--- config.mk ---
export PLATFORM = sky130hd
export DESIGN_NAME = rtc_rate_gen
export DESIGN_NICKNAME = d
export VERILOG_FILES = /design/src/rtl/rtc_rate_pkg.sv /design/src/rtl/rtc_div_chain.sv /design/src/rtl/rtc_tap_edge.sv /design/src/rtl/rtc_rate_mux.sv /design/src/rtl/rtc_rate_gen.sv
export SDC_FILE = /design/constraint.sdc
export NUM_CORES = 1
export LEC_CHECK = 0
export BUFFER_PORTS_ARGS = -buffer_cell sky130_fd_sc_hd__buf_2
export CAP_MARGIN = 10
export CORE_MARGIN = 10
export CORE_UTILIZATION = 25
export CTS_CLUSTER_DIAMETER = 80
export CTS_CLUSTER_SIZE = 14
export DETAILED_ROUTE_END_ITERATION = 16
export GPL_ROUTABILITY_DRIVEN = 0
export SETUP_SLACK_MARGIN = 0.3
export SLEW_MARGIN = 20
export SYNTH_ARGS = -nofsm -noshare
export SYNTH_HDL_FRONTEND = slang
export SYNTH_SLANG_ARGS = --single-unit
--- constraint.sdc ---
create_clock -name clk -period 9.45 [get_ports clk]
set_input_delay 0.945 -clock clk [delete_from_list [all_inputs] [get_ports clk]]
set_output_delay 0.945 -clock clk [all_outputs]
set_load 0.03 [all_outputs]
--- src/rtl/rtc_rate_pkg.sv ---
package rtc_rate_pkg;

   // divider-control encodings
   localparam int          DCTL_W    = 3;
   localparam logic [2:0]  DCTL_RUN  = 3'b010;
   localparam logic [1:0]  DCTL_CLR2 = 2'b11;   // upper two bits

   // rate-code map anchors
   localparam int RATE_CODE_W = 4;
   localparam int FAST_CODE   = 3;   // fastest tap
   localparam int FAST_TAP    = 1;
   localparam int ALIAS_LO    = 1;   // code 1 reuses code 8's tap
   localparam int ALIAS_HI    = 2;   // code 2 reuses code 9's tap
   localparam int ALIAS_BASE  = 8;

   function automatic int rate_tap(input logic [RATE_CODE_W-1:0] code);
      int c;
      c = int'(code);
      if (c == ALIAS_LO || c == ALIAS_HI)
         return ALIAS_BASE + (c - ALIAS_LO) - FAST_CODE + FAST_TAP;
      else if (c >= FAST_CODE)
         return c - FAST_CODE + FAST_TAP;
      else
         return 0;
   endfunction

   function automatic logic ctl_clear(input logic [DCTL_W-1:0] ctl);
      return ctl[DCTL_W-1 -: 2] == DCTL_CLR2;
   endfunction

   function automatic logic ctl_run(input logic [DCTL_W-1:0] ctl);
      return ctl == DCTL_RUN;
   endfunction

endpackage

--- src/rtl/rtc_div_chain.sv ---
module rtc_div_chain
   import rtc_rate_pkg::*;
#(
   parameter int PRE_W = 3,
   parameter int MID_W = 6,
   parameter int N_MID = 2,
   localparam int CNT_W = PRE_W + MID_W * N_MID
) (
   input  logic             clk,
   input  logic             rst_n,
   input  logic             tick_en,
   input  logic [DCTL_W-1:0] div_ctl,
   output logic [CNT_W-1:0] cnt,
   output logic             step
);

   localparam int N_STG = N_MID + 1;

   logic clr;
   logic [N_STG:0] carry;

   assign clr      = ctl_clear(div_ctl);
   assign step     = tick_en & ctl_run(div_ctl);
   assign carry[0] = step;

   for (genvar s = 0; s < N_STG; s++) begin : g_stg
      localparam int W  = (s == 0) ? PRE_W : MID_W;
      localparam int LO = (s == 0) ? 0 : PRE_W + (s - 1) * MID_W;
      logic [W-1:0] q;

      always_ff @(posedge clk or negedge rst_n) begin
         if (!rst_n)        q <= '0;
         else if (clr)      q <= '0;
         else if (carry[s]) q <= q + 1'b1;
      end

      assign carry[s+1]   = carry[s] & (&q);
      assign cnt[LO +: W] = q;
   end

   logic unused_carry;
   assign unused_carry = carry[N_STG];

endmodule

--- src/rtl/rtc_tap_edge.sv ---
module rtc_tap_edge #(
   parameter int CNT_W = 15
) (
   input  logic [CNT_W-1:0] cnt,
   input  logic             step,
   output logic [CNT_W-1:0] rise,
   output logic [CNT_W-1:0] nxt
);

   logic [CNT_W-1:0] ones;   // ones[i]: step and all bits below i set

   assign ones[0] = step;

   for (genvar i = 0; i < CNT_W; i++) begin : g_bit
      if (i < CNT_W - 1) begin : g_prop
         assign ones[i+1] = ones[i] & cnt[i];
      end
      assign rise[i] = ones[i] & ~cnt[i];
      assign nxt[i]  = cnt[i] ^ ones[i];
   end

endmodule

--- src/rtl/rtc_rate_mux.sv ---
module rtc_rate_mux
   import rtc_rate_pkg::*;
#(
   parameter int CNT_W = 15,
   parameter int SEL_W = 4,
   localparam int IDX_W = $clog2(CNT_W)
) (
   input  logic [SEL_W-1:0] rate_sel,
   input  logic [CNT_W-1:0] rise,
   input  logic [CNT_W-1:0] nxt,
   output logic             active,
   output logic             tap_rise,
   output logic             tap_lvl
);

   logic [IDX_W-1:0] idx;

   always_comb begin
      idx      = IDX_W'(rate_tap(RATE_CODE_W'(rate_sel)));
      active   = |rate_sel;
      tap_rise = active & rise[idx];
      tap_lvl  = active & nxt[idx];
   end

endmodule

--- src/rtl/rtc_rate_gen.sv ---
module rtc_rate_gen
   import rtc_rate_pkg::*;
#(
   parameter int PRE_W = 3,
   parameter int MID_W = 6,
   parameter int N_MID = 2,
   parameter int SEL_W = 4
) (
   input  logic             clk,
   input  logic             rst_n,
   input  logic             tick_en,
   input  logic [SEL_W-1:0] rate_sel,
   input  logic [2:0]       div_ctl,
   input  logic             sqw_en,
   input  logic             pwr_fail,
   output logic             sqw_out,
   output logic             pi_pulse,
   output logic             sec_tick
);

   localparam int CNT_W = PRE_W + MID_W * N_MID;

   if (SEL_W != RATE_CODE_W) begin : g_bad_sel
      $error("rtc_rate_gen: SEL_W must equal the rate-code width");
   end
   if (CNT_W < 15) begin : g_bad_chain
      $error("rtc_rate_gen: chain must be at least 15 bits");
   end

   logic [CNT_W-1:0] cnt, rise, nxt;
   logic             step, active, tap_rise, tap_lvl;

   rtc_div_chain #(.PRE_W(PRE_W), .MID_W(MID_W), .N_MID(N_MID)) u_chain (
      .clk(clk), .rst_n(rst_n), .tick_en(tick_en), .div_ctl(div_ctl),
      .cnt(cnt), .step(step)
   );

   rtc_tap_edge #(.CNT_W(CNT_W)) u_edge (
      .cnt(cnt), .step(step), .rise(rise), .nxt(nxt)
   );

   rtc_rate_mux #(.CNT_W(CNT_W), .SEL_W(SEL_W)) u_mux (
      .rate_sel(rate_sel), .rise(rise), .nxt(nxt),
      .active(active), .tap_rise(tap_rise), .tap_lvl(tap_lvl)
   );

   always_ff @(posedge clk or negedge rst_n) begin
      if (!rst_n) begin
         sqw_out  <= 1'b0;
         pi_pulse <= 1'b0;
         sec_tick <= 1'b0;
      end else begin
         pi_pulse <= tap_rise;
         sec_tick <= rise[CNT_W-1];
         sqw_out  <= active & sqw_en & ~pwr_fail & tap_lvl;
      end
   end

endmodule

Word level (Yosys, flattened, before mapping). Cells that the tools add are included. Widths: inputs -> output; s select.

Register bits after elaboration: 18. Bits in latches: 0. Memory bits (writable): 0. Memory bits (read-only): 0. Bits of input ports: 12. Output and inout port bits: 3. Word-level logic and storage cells: 108. Memories: 0.

Add/sub/neg operators: 9. Multipliers: 0. Div/mod/pow operators: 0. Order comparisons: 2. Eq/ne operators: 4. Shift operators: 0. Multiplexer cells: 12. Bitwise gates (word level): 68. Reduce and logical (&&, ||, !) cells: 7.

Operators by type and width (count): $and 1x1->1 (37); $mux 6 (4); $not 1->1 (16); $xor 1x1->1 (15); $add 6x1->6 const B (2); $add 4x2->4 const B (2); $bmux 1 s4 (2); $mux 4 (2); $mux 3 (2); $reduce_and 6->1 (1); $reduce_bool 2->1 (3); $lt 4x5->1 const B (1); $add 4x4->4 const A (1); $eq 4x2->1 const B (1); $eq 4x3->1 const B (1); $ge 4x2->1 const B (1); $reduce_or 4->1 (1); $sub 4x1->4 const B (1); $sub 4x2->4 const B (1); $sub 4x3->4 const B (1); $add 3x1->3 const B (1); $eq 3x2->1 const B (1); $reduce_and 3->1 (1); $eq 2x2->1 const B (1); other kinds (2) (3).

Longest topological paths before layout.
Word-level depth: 21. Mapped depth: 21. Gate-level depth less buffers: 20.

By module. From an unflattened synthesis, not the netlist that was laid out.

Cells, all modules: 227. Area, all modules: 1885.6 um^2.

By module, submodules not included: rtc_div_chain (times used 1, cells each 80, area an instance 769.5 um^2, sequential area each 375.4 um^2); rtc_rate_mux (times used 1, cells each 84, area an instance 555.5 um^2, sequential area each 0.0 um^2); rtc_tap_edge (times used 1, cells each 59, area an instance 475.5 um^2, sequential area each 0.0 um^2); rtc_rate_gen (times used 1, cells each 4, area an instance 85.1 um^2, sequential area each 75.1 um^2).

Least setup slack after synthesis. OpenSTA, ideal clock, no wires.

Path type: input to register. Start point: in div_ctl[2]. End point: reg sqw_out. Library setup time: 0.077 ns. Arrival time: 4.708 ns. Required time: 9.373 ns. Path slack: 4.664 ns. Stages on the path: 20. Path buffers: 1. Cells stage by stage: and4bb_2 -> buf_6 -> ha_1 -> ha_1 -> ha_1 -> ha_1 -> ha_1 -> ha_1 -> ha_1 -> ha_1 -> ha_1 -> ha_1 -> ha_1 -> ha_1 -> ha_1 -> ha_1 -> mux2_2 -> o221ai_1 -> o211ai_1 -> a21oi_1.

Cells in the longest elaborated chain, start to end: 21. Elaborated cells between the ends (all ways): 35. Those cells by class: 1 x eq/ne; 2 x mux; 32 x bitwise.

Ends and longest elaborated chain: start: declaration (line rtc_rate_gen.sv:13) `input logic [2:0] div_ctl,`; $eq 3x2->1 (*) (line rtc_rate_pkg.sv:32) `return ctl == DCTL_RUN;`; $and 1x1->1 (*) (line rtc_div_chain.sv:23) `assign step = tick_en & ctl_run(div_ctl);`; $and 1x1->1 (14 in a row) (line rtc_tap_edge.sv:16) `assign ones[i+1] = ones[i] & cnt[i];`; $xor 1x1->1 (line rtc_tap_edge.sv:19) `assign nxt[i] = cnt[i] ^ ones[i];`; $bmux 1 s4 (*) (line rtc_rate_mux.sv:22) `tap_lvl = active & nxt[idx];`; $mux 1 (implied by the code) (*) (line rtc_rate_mux.sv:22); $and 1x1->1 (*) (line rtc_rate_mux.sv:22); $and 1x1->1 (*) (line rtc_rate_gen.sv:55) `sqw_out <= active & sqw_en & ~pwr_fail & tap_lvl;`; end signal: assignment (line rtc_rate_gen.sv:55); end: declaration (line rtc_rate_gen.sv:16) `output logic sqw_out,`.

Mark *: on every way between the ends. The rest lies on a longest branch, timed or not. The select of a mux whose other input is x is not followed. A chain may end at the register's enable or synchronous reset.

Worst setup path after layout.
Start point: in div_ctl[1]. End point: reg sqw_out.

Same word-level chain as after synthesis.

==> results.json <==
{
  "vias_per_cell": 4.21,
  "cts_hold_buffers": 0,
  "post-dp-hpwl_um": 2490,
  "synthArstFlopShare": 1.00,
  "ys_warn_count": 0,
  "rsz0062_at_grt": "no",
  "p_sw_frac": 0.263,
  "pwr-share-clk": 0.331,
  "seqPwrFrac": 0.492,
  "reg2reg_from": "u_chain.g_stg[0].q[0]",
  "clockRootBuffer": "clkbuf_8",
  "diodes": 0,
  "cp-start-kind": "primary input",
  "area_growth_pct": 11.0,
  "p_int_w": 0.000118,
  "min_period_ns": 4.84,
  "synth-seq-area-share": 0.251,
  "synth_top_cell_area_share": 0.272,
  "setup_tns_ns": 0,
  "cts_tree": "done",
  "whs_path_depth": 2,
  "first_iter_violations": 34,
  "slew_viol_final": 0,
  "final_net_count": 245,
  "core_area_um2": 6870,
  "pwr_density_cell_nw_per_um2": 80.5,
  "row_count": 30,
  "grt_pass1_wl_um": 5440,
  "status": "complete, no violations",
  "worstPathMaxFanout": 11,
  "r2r_end": "sqw_out",
  "hold_path_class": "reg2reg",
  "finClkSkew_ns": 0.00368,
  "ioPinCount": 15,
  "p_leak_nw": 0.997,
  "yosysTopAreaCell": "ha_1",
  "timing.fmax_mhz": 206,
  "grt_max_degree": 19,
  "synth_commonest_cells": "ha_1, inv_1, mux2i_1, nor2_1, dfrtp_1",
  "hold_viol": 0,
  "total_power_w": 0.000160,
  "rr_worst_depth": 18,
  "ir_drop_mv": 0.0407,
  "netlist_area_um2": 1790,
  "hold_end": "u_chain.g_stg[1].q[5]",
  "num_vias": 1212,
  "die_width_um": 105,
  "clk_pin_slew_ns": 0.07,
  "setup_violations": 0,
  "cp_data_arrival_time_ns": 5.02,
  "pwr-share-comb": 0.177,
  "synth_nets": 231,
  "post_cts_buffers": 0,
  "synth_area_per_cell_um2": 9.95,
  "regToRegSetupSlack_ns": 5.30,
  "crit_required_ns": 9.63,
  "post-route-drc-count": 0,
  "grt_usage": 0.0570,
  "synth-edff-count": 0,
  "grt_pass1_vias": 1272,
  "drv_cap": 0,
  "clkLatencyLatePin_ns": 0.25,
  "antenna_left": 0,
  "synthDistinctLibCells": 39,
  "antenna_found_initial": 0,
  "cts_resized": 0,
  "initial_core_util": 0.261,
  "p_switching_w": 0.0000420,
  "min-delay-start": "u_chain.g_stg[1].q[5]",
  "cts_buffers": 3,
  "wirelength_um": 2920,
  "synthFlopType": "dfrtp_1",
  "cts_sinks": 18,
  "synth_most_common_cell": "ha_1",
  "dieArea_um2": 11000,
  "criticalPathCategory": "in2reg",
  "grt_overflow": 0,
  "synth_area_leaders": "ha_1, dfrtp_1, mux2i_1, xnor2_1, inv_1",
  "synthCells": 180,
  "period_share": 0.513,
  "cts_buffer_depth": 2,
  "die_h_um": 105,
  "tightest_slew_ns": 0.948,
  "first_pass_iters": 4,
  "ys_ff_latch": 18,
  "cts-htree-levels": 1,
  "portBuffers": 14,
  "drive_gt1_frac": 0.156,
  "endpoint_kind": "register",
  "routedWlPerCell_um": 10.1,
  "relSlewSlack": 0.368
}
[cells in the final DEF, fill, tap and decap left out, drive strengths merged]
master,instances
a31o,1
nand2b,1
a21boi,1
nand3b,2
or4,1
mux2,2
xnor2,11
inv,20
a2111oi,1
dfrtp,18
and4,1
a211oi,1
nor2,20
o211ai,1
o22ai,4
buf,14
nand3,4
o21a,1
ha,39
a22oi,1
and2,2
nand4,2
and4bb,1
clkbuf,3
mux2i,20
nor2b,1
o221ai,1
o21ai,1
a21oi,5
nor3,4
nand2,8
[power groups by stage]
stage,clock network [W],registers [W],logic (W)
after floorplan,0,0.0000804,0.0000213
after global placement,0,0.0000802,0.0000285
after detailed placement,0,0.0000802,0.0000289
after CTS,0.0000558,0.0000787,0.0000289
after global routing,0.0000614,0.0000788,0.0000321
final,0.0000530,0.0000787,0.0000284
[cell type report]
class	count	area, um2
Tap cell	96	120
Clock buffer	3	41.3
Sequential cell	18	450
Inverter	20	75.1
Timing Repair Buffer	14	70.1
Multi-Input combinational cell	137	1230
Fill cell	723	4880
[kinds of logic after synthesis]
logic type	count (synthesis)	share of synthesized area
AOI/OAI and AO/OA	18	0.0782
xor gates and xnor gates	11	0.0538
adders and majority gates	39	0.272
buffers and inverters	25	0.0614
DFF	18	0.251
muxes	22	0.131
and+or+nand+nor	47	0.152
[registers in the layout, indices dropped and copies added, names as in the netlist]
name and count:
sec_tick 1, sqw_out 1, u_chain.g_stg.q 15, pi_pulse 1
[metal layers]
layer,wire (um),global-route usage
met1,1450,0.0688
met2,1400,0.0971
met3,78,0.0178
met4,0,0.0118
met5,0,0
[stage by stage]
step | setup slack, ns | hold slack, ns | utilization | instances | area, um2
after floorplan | 4.66 | 0.537 | - | 180 | 1790
after global placement | 4.46 | 0.575 | 0.283 | 285 | 1950
after detailed placement | 4.30 | 0.575 | 0.283 | 285 | 1950
after CTS | 4.57 | 0.591 | 0.289 | 288 | 1990
after global routing | 4.34 | 0.627 | 0.289 | 288 | 1990
final | 4.61 | 0.581 | 0.289 | 288 | 1990
[worst max-delay path, stage by stage]
cell and delay [ns]:
buf_2 0.10, and4bb_2 0.32, ha_1 0.24, ha_1 0.20, ha_1 0.20, ha_1 0.20
ha_1 0.20, ha_1 0.20, ha_1 0.20, ha_1 0.21, ha_1 0.21, ha_1 0.20
ha_1 0.20, ha_1 0.20, ha_1 0.20, ha_1 0.27, mux2_2 0.26, o221ai_1 0.17
o211ai_1 0.12, a21oi_1 0.15
[how the worst max path moves through the flow]
stage               start      end  slack [ns]
2_1_floorplan  div_ctl[2]  sqw_out        4.66
3_3_place_gp   div_ctl[1]  sqw_out        4.46
3_5_place_dp   div_ctl[1]  sqw_out        4.30
4_1_cts        div_ctl[1]  sqw_out        4.57
5_1_grt        div_ctl[1]  sqw_out        4.34
6_report       div_ctl[1]  sqw_out        4.61
No activity file was read; power rests on OpenSTA's default activity.
